## src/rtl/bha_pkg.sv

```systemverilog
package bha_pkg;

    typedef enum logic [2:0] {
        ST_OWN  = 3'd0,
        ST_PEND = 3'd1,
        ST_HELD = 3'd2,
        ST_REL  = 3'd3,
        ST_RFSH = 3'd4
    } bha_state_e;

    function automatic logic drives_bus(input bha_state_e st);
        return (st == ST_OWN) || (st == ST_PEND) || (st == ST_RFSH);
    endfunction

endpackage

```

## src/rtl/bha_sync.sv

```systemverilog
module bha_sync #(
    parameter int STAGES = 2
) (
    input  logic clk,
    input  logic rst_n,
    input  logic din,
    output logic dout
);
    logic [STAGES-1:0] chain_d, chain_q;

    generate
        if (STAGES == 1) begin : g_single
            always_comb chain_d = din;
        end else begin : g_multi
            always_comb chain_d = {chain_q[STAGES-2:0], din};
        end
    endgenerate

    always_ff @(posedge clk or negedge rst_n) begin
        if (!rst_n) chain_q <= '0;
        else        chain_q <= chain_d;
    end

    assign dout = chain_q[STAGES-1];
endmodule

```

## src/rtl/bha_wait_sampler.sv

```systemverilog
module bha_wait_sampler (
    input  logic clk,
    input  logic rst_n,
    input  logic wait_in,
    output logic wait_out
);
    logic fall_d, fall_q;
    logic rise_d, rise_q;

    always_comb begin
        fall_d = wait_in;
        rise_d = fall_q;
    end

    always_ff @(negedge clk or negedge rst_n) begin
        if (!rst_n) fall_q <= 1'b0;
        else        fall_q <= fall_d;
    end

    always_ff @(posedge clk or negedge rst_n) begin
        if (!rst_n) rise_q <= 1'b0;
        else        rise_q <= rise_d;
    end

    assign wait_out = rise_q;
endmodule

```

## src/rtl/bha_hold_fsm.sv

```systemverilog
module bha_hold_fsm
    import bha_pkg::*;
#(
    parameter int REF_LEN = 4
) (
    input  logic clk,
    input  logic rst_n,
    input  logic hreq,
    input  logic cyc_busy,
    input  logic rfsh_tick,
    output logic addr_oe,
    output logic data_oe,
    output logic ctrl_oe,
    output logic hold_ack,
    output logic rfsh_req,
    output logic seq_stall
);
    localparam int CW = (REF_LEN > 1) ? $clog2(REF_LEN) : 1;
    localparam logic [CW-1:0] LAST = CW'(REF_LEN - 1);

    typedef struct packed {
        bha_state_e    st;
        logic          pend;
        logic [CW-1:0] cnt;
    } regs_t;

    regs_t d, q;
    logic  enter_rf;

    always_comb begin
        d        = q;
        enter_rf = 1'b0;
        case (q.st)
            ST_OWN: begin
                if (!cyc_busy && q.pend) begin
                    d.st     = ST_RFSH;
                    enter_rf = 1'b1;
                end else if (hreq) begin
                    d.st = cyc_busy ? ST_PEND : ST_HELD;
                end
            end
            ST_PEND: begin
                if (!hreq)          d.st = ST_OWN;
                else if (!cyc_busy) d.st = ST_HELD;
            end
            ST_HELD: begin
                if (!hreq) d.st = ST_REL;
            end
            ST_REL: begin
                if (q.pend) begin
                    d.st     = ST_RFSH;
                    enter_rf = 1'b1;
                end else begin
                    d.st = ST_OWN;
                end
            end
            ST_RFSH: begin
                if (q.cnt == '0) d.st  = ST_OWN;
                else             d.cnt = q.cnt - 1'b1;
            end
            default: d.st = ST_OWN;
        endcase
        if (enter_rf) begin
            d.cnt  = LAST;
            d.pend = rfsh_tick;
        end else begin
            d.pend = q.pend | rfsh_tick;
        end
    end

    always_ff @(posedge clk or negedge rst_n) begin
        if (!rst_n) q <= '{st: ST_OWN, pend: 1'b0, cnt: '0};
        else        q <= d;
    end

    always_comb begin
        addr_oe   = drives_bus(q.st);
        data_oe   = drives_bus(q.st);
        ctrl_oe   = drives_bus(q.st);
        hold_ack  = (q.st == ST_HELD);
        rfsh_req  = (q.st == ST_RFSH) || ((q.st == ST_HELD) && q.pend);
        seq_stall = (q.st != ST_OWN) || hreq || q.pend;
    end

    AST_GRANT_AT_BOUNDARY: assert property (@(posedge clk) disable iff (!rst_n)
        $rose(hold_ack) |-> $past(!cyc_busy));

    AST_GRANT_NEEDS_REQ: assert property (@(posedge clk) disable iff (!rst_n)
        $rose(hold_ack) |-> $past(hreq));

    AST_ACK_DROPS_FIRST: assert property (@(posedge clk) disable iff (!rst_n)
        $fell(hold_ack) |-> (!addr_oe && !data_oe && !ctrl_oe));

    AST_RFSH_AFTER_REGAIN: assert property (@(posedge clk) disable iff (!rst_n)
        ($fell(hold_ack) && q.pend) |=> (rfsh_req && addr_oe));

    AST_HELD_RFSH_FLAG: assert property (@(posedge clk) disable iff (!rst_n)
        (hold_ack && $past(hold_ack) && $past(rfsh_tick)) |-> rfsh_req);
endmodule

```

## src/rtl/bus_hold_arb.sv

```systemverilog
module bus_hold_arb #(
    parameter int SYNC_STAGES = 2,
    parameter int REF_LEN     = 4
) (
    input  logic clk,
    input  logic rst_n,
    input  logic hold_req_in,
    input  logic wait_in,
    input  logic cyc_busy,
    input  logic rfsh_tick,
    output logic addr_oe,
    output logic data_oe,
    output logic ctrl_oe,
    output logic hold_ack,
    output logic rfsh_req,
    output logic seq_stall,
    output logic seq_wait
);
    logic hreq_s;

    bha_sync #(.STAGES(SYNC_STAGES)) u_hold_sync (
        .clk  (clk),
        .rst_n(rst_n),
        .din  (hold_req_in),
        .dout (hreq_s)
    );

    bha_wait_sampler u_wait (
        .clk     (clk),
        .rst_n   (rst_n),
        .wait_in (wait_in),
        .wait_out(seq_wait)
    );

    bha_hold_fsm #(.REF_LEN(REF_LEN)) u_fsm (
        .clk      (clk),
        .rst_n    (rst_n),
        .hreq     (hreq_s),
        .cyc_busy (cyc_busy),
        .rfsh_tick(rfsh_tick),
        .addr_oe  (addr_oe),
        .data_oe  (data_oe),
        .ctrl_oe  (ctrl_oe),
        .hold_ack (hold_ack),
        .rfsh_req (rfsh_req),
        .seq_stall(seq_stall)
    );
endmodule

```

## config.mk

```make
export PLATFORM = sky130hd
export DESIGN_NAME = bus_hold_arb
export DESIGN_NICKNAME = d
export VERILOG_FILES = /design/src/rtl/bha_pkg.sv /design/src/rtl/bha_sync.sv /design/src/rtl/bha_wait_sampler.sv /design/src/rtl/bha_hold_fsm.sv /design/src/rtl/bus_hold_arb.sv
export SDC_FILE = /design/constraint.sdc
export NUM_CORES = 1
export LEC_CHECK = 0
export BUFFER_PORTS_ARGS = -buffer_cell sky130_fd_sc_hd__buf_4
export CAP_MARGIN = 20
export CORE_AREA = 2 2 39 41
export CTS_BUF_LIST = sky130_fd_sc_hd__clkbuf_8
export DETAILED_ROUTE_END_ITERATION = 10
export DIE_AREA = 0 0 41 43
export SYNTH_ARGS = -nofsm -noshare
export SYNTH_HDL_FRONTEND = slang
export SYNTH_HIERARCHICAL = 1
export SYNTH_SLANG_ARGS = --single-unit
```

## constraint.sdc

```tcl
create_clock -name clk -period 1.65 [get_ports clk]
set_clock_uncertainty 0.1 [all_clocks]
set_input_delay 0.0825 -clock clk [delete_from_list [all_inputs] [get_ports clk]]
set_output_delay 0.0825 -clock clk [all_outputs]
set_load 0.005 [all_outputs]
```

Word-level counts from Yosys, hierarchy flattened

Cells that the tools add are included.

Word-level logic and storage cells: 47
Output and inout port bits: 7
Bits in registers: 10
Input bits: 6

Reductions and logical operators: 14
Multiplexer cells: 16
Equal/unequal tests: 9
Add/subtract/negate cells: 1
Bitwise operators: 1

Operators by type and width:

| operator              | count |
|---|---|
| $mux W3               | 7 |
| $pmux W3 S5           | 1 |
| $mux W2               | 4 |
| $eq A3 B2 Y1 const B  | 2 |
| $logic_or A1 B1 Y1    | 5 |
| $ne A2 B1 Y1 const B  | 2 |
| $reduce_and A4 Y1     | 1 |
| $eq A3 B1 Y1 const B  | 1 |
| $eq A3 B3 Y1 const B  | 1 |
| $logic_not A3 Y1      | 1 |
| $mux W1               | 3 |
| $ne A3 B2 Y1 const B  | 1 |
| $ne A3 B3 Y1 const B  | 1 |
| $reduce_bool A3 Y1    | 1 |
| $logic_and A1 B1 Y1   | 2 |
| $logic_not A2 Y1      | 1 |
| $ne A2 B2 Y1 const B  | 1 |
| $pmux W1 S2           | 1 |
| $reduce_and A2 Y1     | 1 |
| $reduce_bool A2 Y1    | 1 |
| $sub A2 B1 Y2 const B | 1 |
| $logic_not A1 Y1      | 1 |
| $or A1 B1 Y1          | 1 |

Longest topological paths before layout

Gate-level depths: netlist of run 1.

Word-level depth: 6
Mapped depth: 5
Depth with buffers taken out: 5

Cells and area by module

The synthesis of run 1 kept the hierarchy.

By module, submodules not included:

| module           | area an instance (µm²) | instances | cells an instance | sequential area each (µm²) |
|---|---|---|---|---|
| bha_hold_fsm     | 391.6                  | 1         | 41                | 150.1 |
| bha_sync         | 50.0                   | 1         | 2                 | 50.0 |
| bha_wait_sampler | 50.0                   | 1         | 2                 | 50.0 |

==> PnR_summary.wiki, run 1 <==
{| class="wikitable"
! Metric !! Value
|-
| Status || finished clean
|-
| Vias in the first global route || 323
|-
| Max-slew headroom at the worst pin || 81.8%
|-
| Clock share of power || 21.1%
|-
| Antenna Cells || 0
|-
| Root cell of the clock tree || sky130_fd_sc_hd__clkbuf_8
|-
| Library cells used by synthesis || 28
|-
| Max frequency || 632 MHz
|-
| Share of power burned in registers || 31.1%
|-
| Final GP Congestion || 0.697
|-
| Fin crit period || 1580 ps
|-
| Portion of total power attributed to combinational logic || 47.8%
|-
| Fraction of the yosys area taken by sequential cells || 50.9%
|-
| Crit path kind || flop to flop
|-
| Die width || 41 um
|-
| Final setup vio count || 0
|-
| Final Max Tran Viols || 0
|-
| Share of layout cells above drive strength 1 || 33.9%
|-
| Net count after synthesis || 52
|-
| Number of antenna violations at the first check in global routing || 0
|-
| Nets || 70
|-
| Maximum number of pins on one net before global-route repair || 11
|-
| # DRC || 0
|-
| Setup_tns || 0 ps
|-
| Yosys top cell area share || 45.8%
|-
| Main combinational cell family by area after synthesis || simple AND/OR/NAND/NOR gates
|-
| Worst hold path type || input pin to flop
|-
| Number of CTS-inserted buffers || 3
|-
| Source-to-sink clock delay at the later pin of the worst-skew pair || 250 ps
|-
| Final hold violations || 0
|-
| Floorplan Core Area || 0.00138 mm2
|-
| Switching power of the nets || 0.000392 W
|-
| Maximum number of buffers from clock root to sink || 2
|-
| Detailed Place HPWL || 632 um
|-
| Number of I/O port buffers || 12
|-
| Tcrit/Tclk final || 95.9%
|-
| Average routed wire per standard cell || 11.3 um
|-
| Area growth from synthesis to layout || 33.6%
|-
| Final ANT Viol Nets || 0
|-
| Adder-cell share of the synthesized area || 2.54%
|-
| RSZ-0062 raised after global routing || false
|-
| Global-route wire length before repair || 1.33 mm
|-
| Pwr per Cell Area || 1800 mW/mm2
|-
| Worst reg2reg setup slack || 70 ps
|-
| # rows || 14
|-
| Count of state elements after synthesis || 10
|-
| Multiplexer share of the synthesized area || 2.04%
|-
| Io pins || 13
|-
| Post-Synth XOR/XNOR Area || 1.78%
|-
| Setup crit start kind || flop
|-
| Static power due to leakage || 0.315 nW
|-
| Arrival time reported for the critical path endpoint || 1590 ps
|-
| Number of enable flip-flop cells after synthesis || 0
|-
| Slew of the pin with the lowest slew margin || 273 ps
|-
| Largest fanout on the critical path || 3
|-
| Via count || 373
|-
| Global-route usage over all layers || 12.4%
|-
| Initial core utilization || 35.5%
|-
| Area of the mapped netlist || 492 um2
|-
| Library cell with the largest summed area after synthesis || sky130_fd_sc_hd__dfrtp_1
|-
| Worst endpoint required time || 1660 ps
|-
| Synth Flop Type || sky130_fd_sc_hd__dfrtp_1
|-
| Detail-routed via count per cell || 4.78
|-
| Router iterations before antenna repair || 3
|-
| Leftover overflow at the end of global routing || 0
|-
| Cells after synthesis || 45
|-
| Average size of a mapped cell || 10.9 um2
|-
| Worst vdd rail ir drop || 764 uV
|-
| Height of the chip || 43 um
|-
| Number of levels the H-tree was split into || 1
|-
| TritonCTS clock tree || yes
|-
| Initial DRC Count || 4
|-
| Compound-cell area share of the yosys netlist || 14.0%
|-
| Hold Slack || 43.1 ps
|-
| Cell types occupying the most area after synthesis || sky130_fd_sc_hd__dfrtp_1 46%, sky130_fd_sc_hd__dfrtn_1 5.1%, sky130_fd_sc_hd__buf_6 4.6%, sky130_fd_sc_hd__buf_4 3.1%, sky130_fd_sc_hd__inv_1 3.1%
|-
| Simple-Gate Fraction of Synth Area || 17.0%
|-
| Cell-internal power || 0.000792 W
|-
| Clock transition time at the flip-flop clock pins of the worst setup and hold paths || 50 ps
|-
| Net Sw Frac || 33.1%
|-
| Num Clock Sinks || 10
|-
| Routed WL || 885 um
|-
| Count of max-cap constraint violations || 0
|-
| Async set-or-reset flop fraction in the synthesized netlist || 100%
|-
| Endpoint kind of the worst setup timing path || flop
|-
| Warnings, synthesis || 6
|-
| Area enclosed by the die boundary || 0.00176 mm2
|-
| Post-CTS Setup Inserts || 0
|}
## critical path, cell delays in order, from the launching register on
cell and delay, ps:
sky130_fd_sc_hd__dfrtp_1 330, sky130_fd_sc_hd__inv_1 60, sky130_fd_sc_hd__ha_1 210, sky130_fd_sc_hd__or4b_4 510, sky130_fd_sc_hd__xnor2_1 150, sky130_fd_sc_hd__o21ai_1 90
## routing by layer
layer / vias up / track usage (%) / wire length [um]
met3: 4 / 6.28 / 64
met4: 0 / 10.0 / 27
li1: 187 / - / -
met5: - / 0 / 0
met1: 168 / 15.2 / 439
met2: 14 / 15.6 / 353
## synth_stat cells, types with 2 or more instances
master                     n
sky130_fd_sc_hd__buf_4     2
sky130_fd_sc_hd__inv_1     4
sky130_fd_sc_hd__nand2b_1  2
sky130_fd_sc_hd__a21oi_1   2
sky130_fd_sc_hd__dfrtp_1   9
sky130_fd_sc_hd__nand2_1   3
sky130_fd_sc_hd__buf_6     2
## power by group through the flow
stage / Clock [W] / Sequential (W) / Combinational [W]
after floorplan: 0 / 0.000346 / 0.000437
after global placement: 0 / 0.000371 / 0.000552
after detailed placement: 0 / 0.000370 / 0.000560
after CTS: 0.000262 / 0.000368 / 0.000571
after global routing: 0.000280 / 0.000377 / 0.000633
final: 0.000250 / 0.000368 / 0.000566
## area by class of cell
cell class / count / area (um2)
clock buffers: 3 / 41.3
clock inverters: 1 / 3.75
fillers: 128 / 727
inverters: 4 / 15.0
multi-input cells: 26 / 184
flip-flops and latches: 10 / 250
well taps: 16 / 20.0
repair buffers: 18 / 143
## what timing repair did
item	4_1_cts	5_1_grt
hold endpoints to repair	11	0
gates resized for setup	0	0
hold buffers	3	0
setup endpoints to repair	0	0
## metrics by stage
step                cell area, um2  cells  total power (W)  setup slack (ps)  util [%]
global route                   657     78          0.00129              10.0      47.5
global placement               582     71         0.000923               147      42.0
detailed placement             582     71         0.000930               116      42.0
CTS                            657     78          0.00120              65.8      47.5
floorplan                      492     45         0.000783               187         -
finish                         657     78          0.00118              68.0      47.5
## path summary, 6_finish.rpt
kind,from,to,depth (start not counted)
setup / recovery,u_fsm/q[0],u_fsm/q[0],5
hold / removal,cyc_busy,u_fsm/q[3],3
setup reg to reg,u_fsm/q[0],u_fsm/q[0],5
hold reg to reg,u_hold_sync/chain_q[0],u_hold_sync/chain_q[1],0
max in group asynchronous,rst_n,u_wait/fall_q,2
min in group asynchronous,rst_n,u_fsm/q[4],2
## cells by family after synthesis
kind of cell	after synthesis
XOR/XNOR	1
buffers and inverters	9
AND/OR/NAND/NOR	13
adder cells (fa/ha/maj)	1
flip-flops	10
AO/OA/AOI/OAI	10
multiplexers	1
## state kept, by name, summed over array words and instances, names as in the netlist
signal and flops:
u_hold_sync/chain_q 2, u_wait/wait_out 1, u_wait/fall_q 1, u_fsm/q 6
## layout by cell type (no fill, tap or decap)
cell type                       netlist  routed
sky130_fd_sc_hd__dfrtn_1              1       1
sky130_fd_sc_hd__a211oi_1             1       1
sky130_fd_sc_hd__o21ai_1              1       1
sky130_fd_sc_hd__or3b_2               1       1
sky130_fd_sc_hd__xnor2_1              1       1
sky130_fd_sc_hd__mux2i_1              1       1
sky130_fd_sc_hd__or4b_4               1       1
sky130_fd_sc_hd__clkbuf_8             0       3
sky130_fd_sc_hd__dlygate4sd3_1        0       3
sky130_fd_sc_hd__a21boi_1             1       1
sky130_fd_sc_hd__buf_4                2      15
sky130_fd_sc_hd__nor2_1               1       1
sky130_fd_sc_hd__nor3b_1              1       1
sky130_fd_sc_hd__a21oi_1              2       2
sky130_fd_sc_hd__and2b_1              1       1
sky130_fd_sc_hd__o2bb2ai_1            1       1
sky130_fd_sc_hd__dfrtp_1              9       9
sky130_fd_sc_hd__o221ai_1             1       1
sky130_fd_sc_hd__nand3b_1             1       1
sky130_fd_sc_hd__ha_1                 1       1
sky130_fd_sc_hd__nand2b_1             2       2
sky130_fd_sc_hd__a31oi_1              1       1
sky130_fd_sc_hd__or2_2                1       1
sky130_fd_sc_hd__o22a_1               1       1
sky130_fd_sc_hd__nand2_1              3       3
sky130_fd_sc_hd__inv_1                4       5
sky130_fd_sc_hd__nor3_1               1       1
sky130_fd_sc_hd__o22ai_1              1       1
No activity file was read; power rests on OpenSTA's default activity.
==> run 2, diff against run 1 <==
Settings changed: GPL_TIMING_DRIVEN set to 0, PLACE_DENSITY set to 0.56, SETUP_SLACK_MARGIN set to 0.15.
==> run 2 against run 1 <==
Against the previous run: design area up 7.6%; routed wire length down 0.34%; global-route usage up 1.7 points; flip-flop and latch count unchanged; setup slack better by 74 ps; sequential share of layout area down 2.7 points; combinational power up 19%; critical path type unchanged.
==> PnR_summary.wiki, run 2 (synthesis gave the netlist of run 1 again) <==
{| class="wikitable"
! Metric !! Value
|-
| Height of the chip || 43 um (unchanged)
|-
| Tcrit/Tclk final || 91.4% (-4.5 points)
|-
| Io pins || 13 (unchanged)
|-
| Arrival time reported for the critical path endpoint || 1520 ps (-70 ps)
|-
| Area enclosed by the die boundary || 0.00176 mm2 (unchanged)
|-
| Critical path's slowest cell || sky130_fd_sc_hd__or4b_4
|-
| Max-slew headroom at the worst pin || 83.7% (+2.0 points)
|-
| Number of I/O port buffers || 12 (unchanged)
|-
| Post-CTS Setup Inserts || 0 (unchanged)
|-
| Nets || 72 (+2.9%)
|-
| Post-Route Utilization || 51.1% (+3.6 points)
|-
| Max FFs per register || 6 (unchanged)
|-
| Met3 capacity usage during global routing || 5.24% (-1.0 points)
|-
| Worst path max stage delay || 510 ps (about the same)
|-
| Antenna Cells || 0 (unchanged)
|-
| Final GP Congestion || 0.707 (+1.4%)
|-
| Net Sw Frac || 31.1% (-1.9 points)
|-
| Worst endpoint required time || 1660 ps (about the same)
|-
| Switching power of the nets || 0.000415 W (+5.9%)
|-
| Met2 track demand over resource || 15.6% (unchanged)
|-
| Detail-routed via count per cell || 4.84 (+1.2%)
|-
| Count of max-cap constraint violations || 0 (unchanged)
|-
| Router iterations before antenna repair || 4 (+1)
|-
| Cell-internal power || 0.000917 W (+16%)
|-
| Critical Path, Cell by Cell || inv_2 -> ha_2 -> or4b_4 -> xnor2_2 -> o21ai_1
|-
| Slew of the pin with the lowest slew margin || 244 ps (-29.5 ps)
|-
| Share of power burned in registers || 26.6% (-4.5 points)
|-
| Portion of total power attributed to combinational logic || 50.6% (+2.8 points)
|-
| RSZ-0062 raised after global routing || true
|-
| Endpoint kind of the worst setup timing path || flop
|-
| Worst hold path type || input pin to flop
|-
| Via count || 387 (+3.8%)
|-
| Largest registers || u_fsm/q (6), u_hold_sync/chain_q (2)
|-
| Vias in the first global route || 338 (+4.6%)
|-
| Average routed wire per standard cell || 11.0 um (-2.8%)
|-
| Top reg by flops || u_fsm/q
|-
| Clock share of power || 22.8% (+1.7 points)
|-
| Filler cells || 136 (+6.3%)
|-
| Top Usage Layer GRT || met1
|-
| Initial DRC Count || 8 (+4)
|-
| Initial core utilization || 35.5% (unchanged)
|-
| Fin crit period || 1510 ps (-74.2 ps)
|-
| Die width || 41 um (unchanged)
|-
| Clock transition time at the flip-flop clock pins of the worst setup and hold paths || 50 ps (about the same)
|-
| Final ANT Viol Nets || 0 (unchanged)
|-
| Leftover overflow at the end of global routing || 0 (unchanged)
|-
| Static power due to leakage || 0.335 nW (+6.3%)
|-
| Floorplan Core Area || 0.00138 mm2 (unchanged)
|-
| Area growth from synthesis to layout || 43.8%
|-
| Final setup vio count || 0 (unchanged)
|-
| Setup_tns || 0 ps (unchanged)
|-
| # DRC || 0 (unchanged)
|-
| TritonCTS clock tree || yes
|-
| Share of layout cells above drive strength 1 || 43.8% (+9.9 points)
|-
| Maximum number of pins on one net before global-route repair || 11 (unchanged)
|-
| Source-to-sink clock delay at the later pin of the worst-skew pair || 250 ps (about the same)
|-
| Number of antenna violations at the first check in global routing || 0 (unchanged)
|-
| Global-route usage over all layers || 14.1% (+1.7 points)
|-
| Number of levels the H-tree was split into || 1 (unchanged)
|-
| Number of CTS-inserted buffers || 3 (unchanged)
|-
| Met1 capacity usage during global routing || 18.5% (+3.3 points)
|-
| Worst vdd rail ir drop || 673 uV (-12%)
|-
| Routed WL || 882 um (-0.34%)
|-
| Setup crit start kind || flop
|-
| Pwr per Cell Area || 1880 mW/mm2 (+4.5%)
|-
| Global-route wire length before repair || 1.54 mm (+16%)
|-
| Most common cell after layout, fill and taps aside || sky130_fd_sc_hd__buf_4
|-
| Num Clock Sinks || 10 (unchanged)
|-
| Max frequency || 663 MHz (+4.9%)
|-
| Register area || 250 um2 (unchanged)
|-
| Crit path kind || flop to flop
|-
| Commonest non-fill, non-tap cells in the layout || 15 x sky130_fd_sc_hd__buf_4, 9 x sky130_fd_sc_hd__dfrtp_1, 4 x sky130_fd_sc_hd__clkbuf_8
|-
| Root cell of the clock tree || sky130_fd_sc_hd__clkbuf_8
|-
| Status || finished clean
|-
| Final hold violations || 0 (unchanged)
|-
| Detailed Place HPWL || 594 um (-6.1%)
|-
| Maximum number of buffers from clock root to sink || 2 (unchanged)
|-
| # rows || 14 (unchanged)
|-
| Largest fanout on the critical path || 3 (unchanged)
|-
| Final Max Tran Viols || 0 (unchanged)
|-
| Footprint of the multi-input gates || 201 um2 (+9.5%)
|}
==> run 2: cell types whose count changed in the layout (fill, tap and decap cells not counted), sizes merged <==
cell,change
buf,+2
inv,-1
clkbuf,+1
==> run 2: worst max-delay path: cells and delay by family, from the launching register on <==
kind,cells,cell delay (ps)
compound gates,1,80
xor+xnor,1,130
fa+ha+maj,1,180
buf+inv,1,50
simple gates,1,510
flops,1,330
==> run 2: layout make-up <==
class | instances | share of cell area [%]
inverter | 4 | 2.12
timing repair buffer | 15 | 17.0
clock buffer | 4 | 7.79
sequential | 10 | 35.4
buffer | 5 | 6.37
multi-input combinational | 26 | 28.5
tap | 16 | 2.83
==> run 2: repair_timing <==
| action | in CTS | in global routing |
|---|---|---|
| cloned | 0 | 0 |
| gates resized for setup | 2 | 4 |
| hold buffers | 3 | 0 |
| pin swaps | 1 | 1 |
| setup endpoints to repair | 3 | 3 |
| endpoints found under the hold margin | 11 | 0 |
==> run 2: final timing paths <==
kind	start	to	slack, ps	cells past startpoint
setup / recovery	u_fsm/q[0]	u_fsm/q[0]	140	5
hold / removal	cyc_busy	u_fsm/q[3]	40	3
setup reg to reg	u_fsm/q[0]	u_fsm/q[0]	140	5
hold reg to reg	u_hold_sync/chain_q[0]	u_hold_sync/chain_q[1]	240	0
max in group asynchronous	rst_n	u_wait/fall_q	470	2
min in group asynchronous	rst_n	u_fsm/q[4]	110	2
==> run 2: power by group through the flow <==
| stage | combinational, W | clock (W) | sequential, W |
|---|---|---|---|
| floorplan | 0.000437 | 0 | 0.000346 |
| global placement | 0.000617 | 0 | 0.000348 |
| detailed placement | 0.000621 | 0 | 0.000350 |
| CTS | 0.000647 | 0.000318 | 0.000352 |
| global route | 0.000753 | 0.000331 | 0.000361 |
| finish | 0.000674 | 0.000303 | 0.000355 |
==> run 2: metrics by stage <==
step | area, um2 | total power (W) | setup slack, ps | hold WS (ps) | std cells
after global placement | 602 | 0.000965 | 133 | -177 | 73
final | 707 | 0.00133 | 142 | 41.5 | 80
after CTS | 697 | 0.00132 | 126 | 35.7 | 80
after floorplan | 492 | 0.000783 | 187 | -313 | 45
after detailed placement | 602 | 0.000972 | 131 | -177 | 73
after global routing | 707 | 0.00144 | 83.7 | 56.3 | 80
==> run 2: routing by layer <==
metal  routed length [um]  vias up
li1                     -      192
met5                    0        -
met2                  393       15
met1                  373      176
met4                   43        0
met3                   72        4
